--- config.mk ---
export PLATFORM = sky130hd
export DESIGN_NAME = asram_ctl
export DESIGN_NICKNAME = d
export VERILOG_FILES = /design/src/rtl/asram_pkg.sv /design/src/rtl/asram_ctl_fsm.sv /design/src/rtl/asram_ctl_dp.sv /design/src/rtl/asram_ctl.sv
export SDC_FILE = /design/constraint.sdc
export NUM_CORES = 1
export LEC_CHECK = 0
export BUFFER_PORTS_ARGS = -buffer_cell sky130_fd_sc_hd__buf_2
export CAP_MARGIN = 10
export CORE_ASPECT_RATIO = 0.6
export CORE_MARGIN = 2
export CORE_UTILIZATION = 45
export CTS_CLUSTER_DIAMETER = 40
export DETAILED_ROUTE_END_ITERATION = 8
export PLACE_DENSITY = 0.77
export SLEW_MARGIN = 10
export SYNTH_ARGS = -nofsm -noshare
export SYNTH_HDL_FRONTEND = slang
export SYNTH_HIERARCHICAL = 1
export SYNTH_SLANG_ARGS = --single-unit
--- constraint.sdc ---
create_clock -name clk -period 3.36 [get_ports clk]
set_input_delay 0.504 -clock clk [delete_from_list [all_inputs] [get_ports clk]]
set_output_delay 0.504 -clock clk [all_outputs]
set_load 0.1 [all_outputs]
--- src/rtl/asram_pkg.sv ---
package asram_pkg;

  typedef enum logic [1:0] {
    ST_IDLE,
    ST_READ,
    ST_WSETUP,
    ST_WPULSE
  } ctlState_e;

  // Strobes from the control FSM to the datapath.
  typedef struct packed {
    logic selN;     // chip select, active low
    logic writeN;   // write enable, active low
    logic outEnN;   // output enable, active low
    logic drive;    // turn on the controller's data drivers
    logic load;     // take address and write byte from the host
    logic capture;  // register the byte on the data lines
  } memStrobe_t;

  // Round a minimum time up to whole cycles, never below one.
  function automatic int nsToCycles(input int ns, input int clkNs);
    int c;
    c = (ns + clkNs - 1) / clkNs;
    return (c < 1) ? 1 : c;
  endfunction

  function automatic int maxOf(input int a, input int b);
    return (a > b) ? a : b;
  endfunction

endpackage

--- src/rtl/asram_ctl_fsm.sv ---
module asram_ctl_fsm
  import asram_pkg::*;
#(
  parameter int RD_CYC = 6,
  parameter int WR_CYC = 6
) (
  input  logic       clk,
  input  logic       rstN,
  input  logic       req,
  input  logic       we,
  input  logic       turnClear,
  output logic       ready,
  output memStrobe_t stb
);

  localparam int CNT_MAX = maxOf(RD_CYC, WR_CYC);
  localparam int CNT_W   = $clog2(CNT_MAX + 1);

  ctlState_e        stateQ, stateD;
  logic [CNT_W-1:0] cntQ, cntD;
  logic             lastBeat;

  assign lastBeat = (cntQ == '0);

  always_comb begin
    stateD = stateQ;
    cntD   = cntQ;
    unique case (stateQ)
      ST_IDLE: begin
        if (req) begin
          if (we) begin
            stateD = ST_WSETUP;
          end else begin
            stateD = ST_READ;
            cntD   = CNT_W'(RD_CYC - 1);
          end
        end
      end
      ST_READ: begin
        if (lastBeat) stateD = ST_IDLE;
        else          cntD   = cntQ - 1'b1;
      end
      ST_WSETUP: begin
        if (turnClear) begin
          stateD = ST_WPULSE;
          cntD   = CNT_W'(WR_CYC - 1);
        end
      end
      ST_WPULSE: begin
        if (lastBeat) stateD = ST_IDLE;
        else          cntD   = cntQ - 1'b1;
      end
      default: stateD = ST_IDLE;
    endcase
  end

  always_ff @(posedge clk) begin
    if (!rstN) begin
      stateQ <= ST_IDLE;
      cntQ   <= '0;
    end else begin
      stateQ <= stateD;
      cntQ   <= cntD;
    end
  end

  assign ready = (stateQ == ST_IDLE);

  always_comb begin
    stb.selN    = !((stateQ == ST_READ) || (stateQ == ST_WPULSE));
    stb.writeN  = (stateQ != ST_WPULSE);
    stb.outEnN  = (stateQ != ST_READ);
    stb.drive   = (stateQ == ST_WPULSE);
    stb.load    = (stateQ == ST_IDLE) && req;
    stb.capture = (stateQ == ST_READ) && lastBeat;
  end

endmodule

--- src/rtl/asram_ctl_dp.sv ---
module asram_ctl_dp
  import asram_pkg::*;
#(
  parameter int ADDR_W   = 19,
  parameter int DATA_W   = 8,
  parameter int TURN_CYC = 2
) (
  input  logic              clk,
  input  logic              rstN,
  input  memStrobe_t        stb,
  input  logic [ADDR_W-1:0] addr,
  input  logic [DATA_W-1:0] wdata,
  input  logic [DATA_W-1:0] memDqIn,
  output logic              turnClear,
  output logic              rvalid,
  output logic [DATA_W-1:0] rdata,
  output logic [ADDR_W-1:0] memAddr,
  output logic              memCsN,
  output logic              memWeN,
  output logic              memOeN,
  output logic [DATA_W-1:0] memDqOut,
  output logic              memDqOutEn
);

  localparam int Q_W = $clog2(TURN_CYC + 1);

  logic [ADDR_W-1:0] addrQ;
  logic [DATA_W-1:0] wdataQ;
  logic [DATA_W-1:0] rdataQ;
  logic              rvalidQ;
  logic [Q_W-1:0]    quietQ;   // full cycles since output enable was last low

  always_ff @(posedge clk) begin
    if (!rstN) begin
      addrQ   <= '0;
      wdataQ  <= '0;
      rdataQ  <= '0;
      rvalidQ <= 1'b0;
      quietQ  <= Q_W'(TURN_CYC);
    end else begin
      if (stb.load) begin
        addrQ  <= addr;
        wdataQ <= wdata;
      end
      if (stb.capture) rdataQ <= memDqIn;
      rvalidQ <= stb.capture;
      if (!stb.outEnN)                  quietQ <= '0;
      else if (quietQ < Q_W'(TURN_CYC)) quietQ <= quietQ + 1'b1;
    end
  end

  // The next cycle has a full release time behind it once this holds.
  assign turnClear  = (quietQ >= Q_W'(TURN_CYC - 1));

  assign rvalid     = rvalidQ;
  assign rdata      = rdataQ;
  assign memAddr    = addrQ;
  assign memCsN     = stb.selN;
  assign memWeN     = stb.writeN;
  assign memOeN     = stb.outEnN;
  assign memDqOut   = wdataQ;
  assign memDqOutEn = stb.drive;

endmodule

--- src/rtl/asram_ctl.sv ---
module asram_ctl
  import asram_pkg::*;
#(
  parameter int ADDR_W    = 19,
  parameter int DATA_W    = 8,
  parameter int CLK_NS    = 10,
  parameter int T_AACC_NS = 55,
  parameter int T_RCYC_NS = 55,
  parameter int T_OACC_NS = 25,
  parameter int T_WPUL_NS = 40,
  parameter int T_WCYC_NS = 55,
  parameter int T_AWE_NS  = 50,
  parameter int T_DSU_NS  = 25,
  parameter int T_REL_NS  = 20
) (
  input  logic              clk,
  input  logic              rstN,
  input  logic              req,
  input  logic              we,
  input  logic [ADDR_W-1:0] addr,
  input  logic [DATA_W-1:0] wdata,
  output logic              ready,
  output logic              rvalid,
  output logic [DATA_W-1:0] rdata,
  output logic [ADDR_W-1:0] memAddr,
  output logic              memCsN,
  output logic              memWeN,
  output logic              memOeN,
  output logic [DATA_W-1:0] memDqOut,
  output logic              memDqOutEn,
  input  logic [DATA_W-1:0] memDqIn
);

  localparam int RD_CYC = maxOf(maxOf(nsToCycles(T_AACC_NS, CLK_NS),
                                      nsToCycles(T_RCYC_NS, CLK_NS)),
                                nsToCycles(T_OACC_NS, CLK_NS));
  localparam int WR_CYC = maxOf(maxOf(nsToCycles(T_WPUL_NS, CLK_NS),
                                      nsToCycles(T_WCYC_NS, CLK_NS)),
                                maxOf(nsToCycles(T_AWE_NS, CLK_NS),
                                      nsToCycles(T_DSU_NS, CLK_NS)));
  localparam int TURN_CYC = nsToCycles(T_REL_NS, CLK_NS);

  memStrobe_t stb;
  logic       turnClear;

  asram_ctl_fsm #(
    .RD_CYC (RD_CYC),
    .WR_CYC (WR_CYC)
  ) u_fsm (
    .clk       (clk),
    .rstN      (rstN),
    .req       (req),
    .we        (we),
    .turnClear (turnClear),
    .ready     (ready),
    .stb       (stb)
  );

  asram_ctl_dp #(
    .ADDR_W   (ADDR_W),
    .DATA_W   (DATA_W),
    .TURN_CYC (TURN_CYC)
  ) u_dp (
    .clk        (clk),
    .rstN       (rstN),
    .stb        (stb),
    .addr       (addr),
    .wdata      (wdata),
    .memDqIn    (memDqIn),
    .turnClear  (turnClear),
    .rvalid     (rvalid),
    .rdata      (rdata),
    .memAddr    (memAddr),
    .memCsN     (memCsN),
    .memWeN     (memWeN),
    .memOeN     (memOeN),
    .memDqOut   (memDqOut),
    .memDqOutEn (memDqOutEn)
  );

endmodule

# [Yosys cells after proc, flatten, opt, wreduce, memory -nomap -nowiden]
# Index checks and enable logic that the tools add are counted.
[op_classes] n_shift=0 mux=12 bitwise=0 div_mod_pow=0 n_eq_ne=11 n_reduce_logical=10 n_addsub=2 order_cmp=2 multipliers=0
[ops] op="$mux 2" n=6
[ops] op="$mux 3" n=4
[ops] op="$ne 2x2->1 const B" n=5
[ops] op="$pmux 3 s3" n=1
[ops] op="$ne 2x1->1 const B" n=3
[ops] op="$pmux 2 s3" n=1
[ops] op="$eq 2x2->1 const B" n=2
[ops] op="$reduce_and 4->1" n=1
[ops] op="$logic_not 3->1" n=1
[ops] op="$reduce_and 3->1" n=1
[ops] op="$sub 3x1->3 const B" n=1
[ops] op="$add 2x1->2 const B" n=1
[ops] op="$eq 2x1->1 const B" n=1
[ops] op="$ge 2x1->1 const B" n=1
[ops] op="$logic_and 1x1->1" n=2
[ops] op="$logic_not 2->1" n=1
[ops] op="$lt 2x2->1 const B" n=1
[ops] op="$reduce_and 2->1" n=1
[ops] op="$reduce_or 2->1" n=1
[ops] op="$logic_not 1->1" n=1
[ops] op="$logic_or 1x1->1" n=1
[word_totals] out_inout_bits=41 ram_bits=0 memories=0 mem_bits_ro=0 input_bits=39 wordCells=45 ff_bits=43 latchBits=0

# [Logic depth before layout (Yosys ltp)]
# Gate-level depths: netlist of the first run.
[depth] depth_word=4 ltp_mapped=7 mapped_depth_nobuf=6

# [Modules after synthesis]
# The synthesis of the first run kept the hierarchy.
[by_module_without_submodules] module="asram_ctl_dp" area_per_inst_um2=1477.7 instances=1 seq_area_each_um2=760.7 cells_each=127
[by_module_without_submodules] module="asram_ctl_fsm" area_per_inst_um2=299.0 instances=1 seq_area_each_um2=100.1 cells_each=36

# [Worst setup path before layout of the first run]
# No wires, ideal clock.
[synth_path] path_kind="register to register" start="reg u_fsm.stateQ[0]" end="reg u_dp.addrQ[0] (netlist: u_dp/memAddr[0])" stages_incl_launch_ff=8 setup_slack_ns=0.703 path_buffers=3 setup_ns=0.120 required_time_ns=3.240 period_less_slack_ns=2.657 t_arrival_ns=2.537 cell_sequence="dfxtp_1 > buf_2 > nor2_1 > and2_1 > buf_6 > buf_12 > mux2i_1 > nor2b_1"
[synth_lines] item="start, declared" line="asram_ctl_fsm.sv:19" text="ctlState_e stateQ, stateD;"
[synth_lines] item="start signal, assigned" line="asram_ctl_fsm.sv:62" text="stateQ <= stateD;"
[synth_lines] item="end signal, assigned" line="asram_ctl_dp.sv:42" text="addrQ <= addr;"
[synth_lines] item="end, declared" line="asram_ctl_dp.sv:27" text="logic [ADDR_W-1:0] addrQ;"

==> run metrics, run 1 <==
final period demand of the worst path=~1.9 ns; GR Util met3=0.06457; effective utilization at floorplan=0.4773; commonest cells after routing, fill and taps aside=buf_2 (79), dfxtp_1 (43), mux2i_1 (35); Placement Rows=17; FF+latch area=between 800 and 900 sq um; max incr delay on CP=0.66 ns; Worst-Skew Late Latency=0.28 ns; vias post-DR=approximately 1300; ANT nets after route=0; vias in the first global route=1217; WP buf/inv=1; final number of setup-violating endpoints=0; GR Layer Usage met2=0.2201; most used routing layer=met2; grt total ovfl=0; CP Cell Sequence=inv_1, ha_1, nand2b_1, nor2_1, mux2i_1, and2b_1; DR pass1 iterations=4; total wire length=about 3.4 mm; Buffers on Ports=slightly below 80; RSZ-0062 raised after global routing=false; Fmax achieved=roughly 0.53 GHz; Netlist cell types=29; fillers=around 330; Area after DPL=around 2100 sq um; CTS max path bufs=2; height of the die=52.67 microns; IO Count=80; post-cts sizing count=0; critical path class=flip-flop to flip-flop; die area=4483 sq um; Area Growth Syn to Fin=25.42%; Num CTS Buffers=5; register area share after synthesis=0.4845; number of synthesized register bits=43; Mapped Area=about 1800 sq um; cell count after synthesis=roughly 160; fin area=2228 sq um; kind of cell adding the most delay to the critical path=simple AND/OR/NAND/NOR gates; crit path DAT=approximately 2.1 ns; critical path peak fanout=9; clock sinks=43; Slew @ Worst Pin=approximately 0.85 ns; Post-CTS Setup Inserts=0; worst vdd ir=slightly below 400 uV; Pwr Total=between 1.5 and 2 mW; power density over cell area=748.3 nW/um^2; hold-fix buffer count after cts=0; post-route insts no fill=between 200 and 300; Hold Path Class=flip-flop to flip-flop; Placer Congestion=~0.78; P_leak=around 1.1 nW; status=completed; commonest non-fill, non-tap cell in the layout=buf_2; Hold Fails Final Rpt=0; # nets final=between 200 and 300; First DRT Iteration DRCs=31; max_cap viols=0; largest net degree at the start of global routing=45; # diodes=0; number of flops mapped to enable cells by yosys=0; DRC=0; gr usage total=0.1563; multi-input combinational cell area=between 700 and 800 sq um; share of cells above drive strength 1=0.3739; slowest cell on the critical path=nor2_1; Startpoint Class=flip-flop; DP HPWL=about 2.4 mm; # placed instances=roughly 280; fin crit share=0.5667; CTS clk-pin slew, worst paths=0.07 ns; WP data required=about 3.5 ns; root buffer cell=clkbuf_8; routed len/inst=between 10 and 15 microns; CP Capture Type=flip-flop; Synth Net Count=204; Die Wd=around 85 microns; Final Skew=0.002824 ns; initial antenna violation count=0; top_reg_cell synth=dfxtp_1; Mapped Avg Cell Area=roughly 11 sq um; Fin Setup TNS=0 ns; Max-slew headroom=0.4310; Core Area=about 3700 sq um; first-pass GRT wire length=approximately 5.5 mm; Async SR Flop Fraction=0; vias per inst=between 4 and 5; number of max-slew violations in the final report=0; Synth Warn #=6; met1 GRT Util=0.2133; CTS tree=done; number of H-tree levels=2
==> final cells by class <==
cell class              count  share of cell area
clock buffers               8             0.04492
inverters                   4            0.006738
multi-input cells         103              0.3549
flip-flops and latches     43              0.3863
well taps                  47             0.02639
repair buffers             80              0.1808
==> synthesized netlist by cell type (all sizes together), types with 3 or more instances <==
| library cell | n | area (sq um) |
|---|---|---|
| and2 | 3 | 18.77 |
| and2b | 7 | 52.55 |
| buf | 10 | 98.85 |
| clkbuf | 3 | 11.26 |
| dfxtp | 43 | 860.8 |
| inv | 4 | 15.01 |
| mux2i | 35 | 350.3 |
| nand2 | 7 | 26.28 |
| nor2 | 3 | 11.26 |
| nor2b | 30 | 187.7 |
==> final timing paths <==
check | slack (ns) | endpoint | start | depth (start not counted)
worst max-delay path | 1.46 | u_dp/rdata[3]$_SDFFE_PN0P_ | u_fsm/cntQ[0]$_SDFFE_PN0P_ | 6
worst min-delay path | 0.47 | u_dp/quietQ[0]$_SDFFE_PN0N_ | u_dp/quietQ[1]$_SDFFE_PN1P_ | 2
worst max register to register | 1.46 | u_dp/rdata[3]$_SDFFE_PN0P_ | u_fsm/cntQ[0]$_SDFFE_PN0P_ | 6
worst min register to register | 0.47 | u_dp/quietQ[0]$_SDFFE_PN0N_ | u_dp/quietQ[1]$_SDFFE_PN1P_ | 2
==> through the flow <==
| step | hold slack [ns] | util | setup WS [ns] |
|---|---|---|---|
| after detailed placement | 0.4592 | 0.5718 | 1.436 |
| final | 0.4670 | 0.5987 | 1.456 |
| after CTS | 0.4633 | 0.5987 | 1.409 |
| after floorplan | 0.4372 | - | 0.7031 |
| after global placement | 0.4550 | 0.5718 | 1.487 |
| after global routing | 0.4709 | 0.5987 | 1.275 |
==> sequential cells by signal, indices dropped and copies added, names as in the netlist <==
register,cells
u_fsm/cntQ,3
u_dp/rdata,8
u_dp/rvalid,1
u_dp/memAddr,19
u_fsm/stateQ,2
u_dp/memDqOut,8
u_dp/quietQ,2
==> tightest hold or removal path, stage by stage (launching register included) <==
cell and delay (ns):
dfxtp_1 0.32, nand2_1 0.05, a21oi_1 0.05
==> cell families (layout without fill, tap and decap cells) <==
kind of cell,Yosys count,count (layout),share of synthesized area
xor+xnor,1,1,0.004930
fa+ha+maj,2,2,0.01408
simple gates,55,55,0.1838
flops,43,43,0.4845
mux,36,36,0.2035
compound gates,9,9,0.03873
buf+inv,17,92,0.07042
==> layer usage <==
layer | part of all wire | wire [microns]
met1 | 0.48 | 1623
met2 | 0.41 | 1382
met3 | 0.099 | 332
met4 | 0.0063 | 21
met5 | 0 | 0
==> report_power, final <==
group          leakage (nW)  internal [mW]  switching, mW  total [mW]
combinational         0.668          0.173          0.538       0.710
sequential            0.353          0.572         0.0396       0.611
clock                0.0515          0.187          0.158       0.346
total                  1.07          0.932          0.736        1.67
Note: power is estimated with default switching activity, not from simulation.
==> run 2: changes to the inputs <==
==> constraint.sdc (replaced) <==
create_clock -name clk -period 2 [get_ports clk]
set_input_delay 0.3 -clock clk [delete_from_list [all_inputs] [get_ports clk]]
set_output_delay 0.3 -clock clk [all_outputs]
set_load 0.1 [all_outputs]
==> run 2 against run 1 <==
Compared with the run above: die area stayed put; flip-flop and latch count unchanged; via count increased by 1.1%; clock power rose by 53%; worst setup slack lost 1.2 ns; combinational power increased by 70%; global-route usage increased by 0.17 points; clock skew grew 0.0067 ns; power is 66% higher; critical endpoint is now memDqOutEn.
==> run metrics, run 2 (synthesized netlist as in run 1, its figures left out) <==
status=completed; crit path DAT=1.43 ns (-0.65 ns); commonest cells after routing, fill and taps aside=buf_2 (79), dfxtp_1 (43), mux2i_1 (35); fin crit share=0.8639; Core Area=3722 sq um (unchanged); Slew @ Worst Pin=0.4993 ns (-0.3511 ns); Hold Fails Final Rpt=0 (unchanged); first-pass GRT wire length=5.437 mm (-0.37%); clock sinks=43 (unchanged); WP buf/inv=2 (+1); Max-slew headroom=0.6695 (+0.2384); Placement Rows=17 (unchanged); Final Skew=0.009532 ns (+0.006708 ns); Seq pwr share=0.372 (+0.005); CP Capture Type=primary output; Fmax achieved=0.5788 GHz; DRC=0 (unchanged); commonest non-fill, non-tap cell in the layout=buf_2; ANT nets after route=0 (unchanged); vias in the first global route=1197 (-1.6%); power density over cell area=1234 nW/um^2 (+65%); Post-CTS Setup Inserts=0 (unchanged); worst r2r dst=u_dp/rdata[3]$_SDFFE_PN0P_; kind of cell adding the most delay to the critical path=flip-flops; final period demand of the worst path=~1.7 ns; # placed instances=279 (+0.72%); CTS max path bufs=2 (unchanged); IO Count=80 (unchanged); hold_ws=0.2661 ns (-0.2009 ns); Startpoint Class=flip-flop; Pwr Total=2.774 mW (+66%); CTS clk-pin slew, worst paths=0.08 ns (about the same); post-cts sizing count=0 (unchanged); post-route insts no fill=287 (+0.70%); Num CTS Buffers=5 (unchanged); gr usage total=0.1580 (+0.001707); P_leak=1.078 nW (+0.54%); Placer Congestion=0.7597 (-2.3%); Comb pwr share=0.438 (+0.012); critical path class=flip-flop to primary output; effective utilization at floorplan=0.4773 (unchanged); DP HPWL=2.504 mm (+2.5%); NetSw=1.262 mW (+72%); Hold EP=u_dp/memAddr[3]$_SDFFE_PN0P_; total wire length=3.399 mm (+1.2%); share of cells above drive strength 1=0.3833 (+0.009384); Worst-Skew Late Latency=0.29 ns (about the same); DR pass1 iterations=4 (unchanged); FF-to-FF path depth=5 (-1); Fin Setup TNS=0 ns (unchanged); Hold Path Cell Cnt=3 (+1); RSZ-0062 raised after global routing=false; max reg flops=19 (unchanged); worst vdd ir=587.3 uV (+48%); CTS tree=done; height of the die=52.67 microns (unchanged); First DRT Iteration DRCs=15 (-52%); # nets final=280 (+0.72%); WP data required=1.70 ns (-1.84 ns); largest net degree at the start of global routing=28 (-38%); switching fraction of total power=0.4548 (+0.01372); routed len/inst=11.84 microns (+0.46%); Reg2Reg Launch Point=u_fsm/stateQ[0]$_SDFFE_PN0P_; CP Cell Sequence=nand2_1, inv_1, buf_2; grt total ovfl=0 (unchanged); Buffers on Ports=79 (unchanged); final number of setup-violating endpoints=0 (unchanged); R2R Setup Slk=0.50 ns (-0.96 ns); max_cap viols=0 (unchanged); critical path peak fanout=9 (unchanged); hold-fix buffer count after cts=0 (unchanged); vias per inst=4.638 (+0.36%); number of max-slew violations in the final report=0 (unchanged); initial antenna violation count=0 (unchanged); vias post-DR=1331 (+1.1%); Hold Path Class=input port to flip-flop; die area=4483 sq um (unchanged); number of H-tree levels=2 (unchanged); worst setup path startpoint=u_fsm/stateQ[0]$_SDFFE_PN0P_; root buffer cell=clkbuf_8; slowest cell on the critical path=dfxtp_1; Hold Crit Start=addr[3]; Clk pwr share=0.190 (-0.017); Die Wd=85.12 microns (unchanged); max incr delay on CP=0.54 ns (-0.12 ns); P_int=1.512 mW (+62%); Area Growth Syn to Fin=26.55%; # diodes=0 (unchanged)
-- run 2: worst max-delay path by stage --
stage	endpoint	slack (ns)	depth (start not counted)
floorplan	u_dp/memAddr[0]$_SDFFE_PN0P_	0.18	7
global placement	u_dp/rdata[4]$_SDFFE_PN0P_	0.56	5
detailed placement	u_dp/rdata[3]$_SDFFE_PN0P_	0.50	5
CTS	memDqOutEn	0.25	3
global route	memDqOutEn	0.19	3
finish	memDqOutEn	0.27	3
-- run 2: metrics by stage --
step	util	worst slack [ns]	cell area, sq um
2_1_floorplan	-	0.1795	1784
3_3_place_gp	0.5812	0.5591	2163
3_5_place_dp	0.5812	0.4975	2163
4_1_cts	0.6040	0.2544	2248
5_1_grt	0.6040	0.1864	2248
6_report	0.6040	0.2723	2248
-- run 2: power groups by stage --
stage	registers, mW	logic (mW)	clock network (mW)
after floorplan	1.57	0.554	0
after global placement	1.05	1.21	0
after detailed placement	1.05	1.22	0
after CTS	1.03	1.22	0.549
after global routing	1.05	1.28	0.582
final	1.03	1.21	0.528
-- run 2: final cells by class --
class | count | area (sq um)
flip-flops and latches | 43 | 860.8
inverters | 4 | 15.01
clock inverters | 2 | 12.51
multi-input cells | 103 | 798.3
repair buffers | 82 | 430.4
fillers | 338 | 1474
well taps | 47 | 58.81
clock buffers | 6 | 72.57
-- run 2: worst register-to-register path, delay by kind of cell (launching register included) --
family / cells / cell delay, ns
buffers and inverters: 1 / 0.20
and+or+nand+nor: 3 / 0.47
DFF: 1 / 0.54
muxes: 1 / 0.19
-- run 2: routing by layer --
metal	GRT usage	wire length, microns	part of all wire	up-vias
li1	-	-	-	687
met1	0.2164	1683	0.50	594
met2	0.2266	1409	0.41	45
met3	0.05512	261	0.077	5
met4	0.06349	44	0.013	0
met5	0	0	0	-
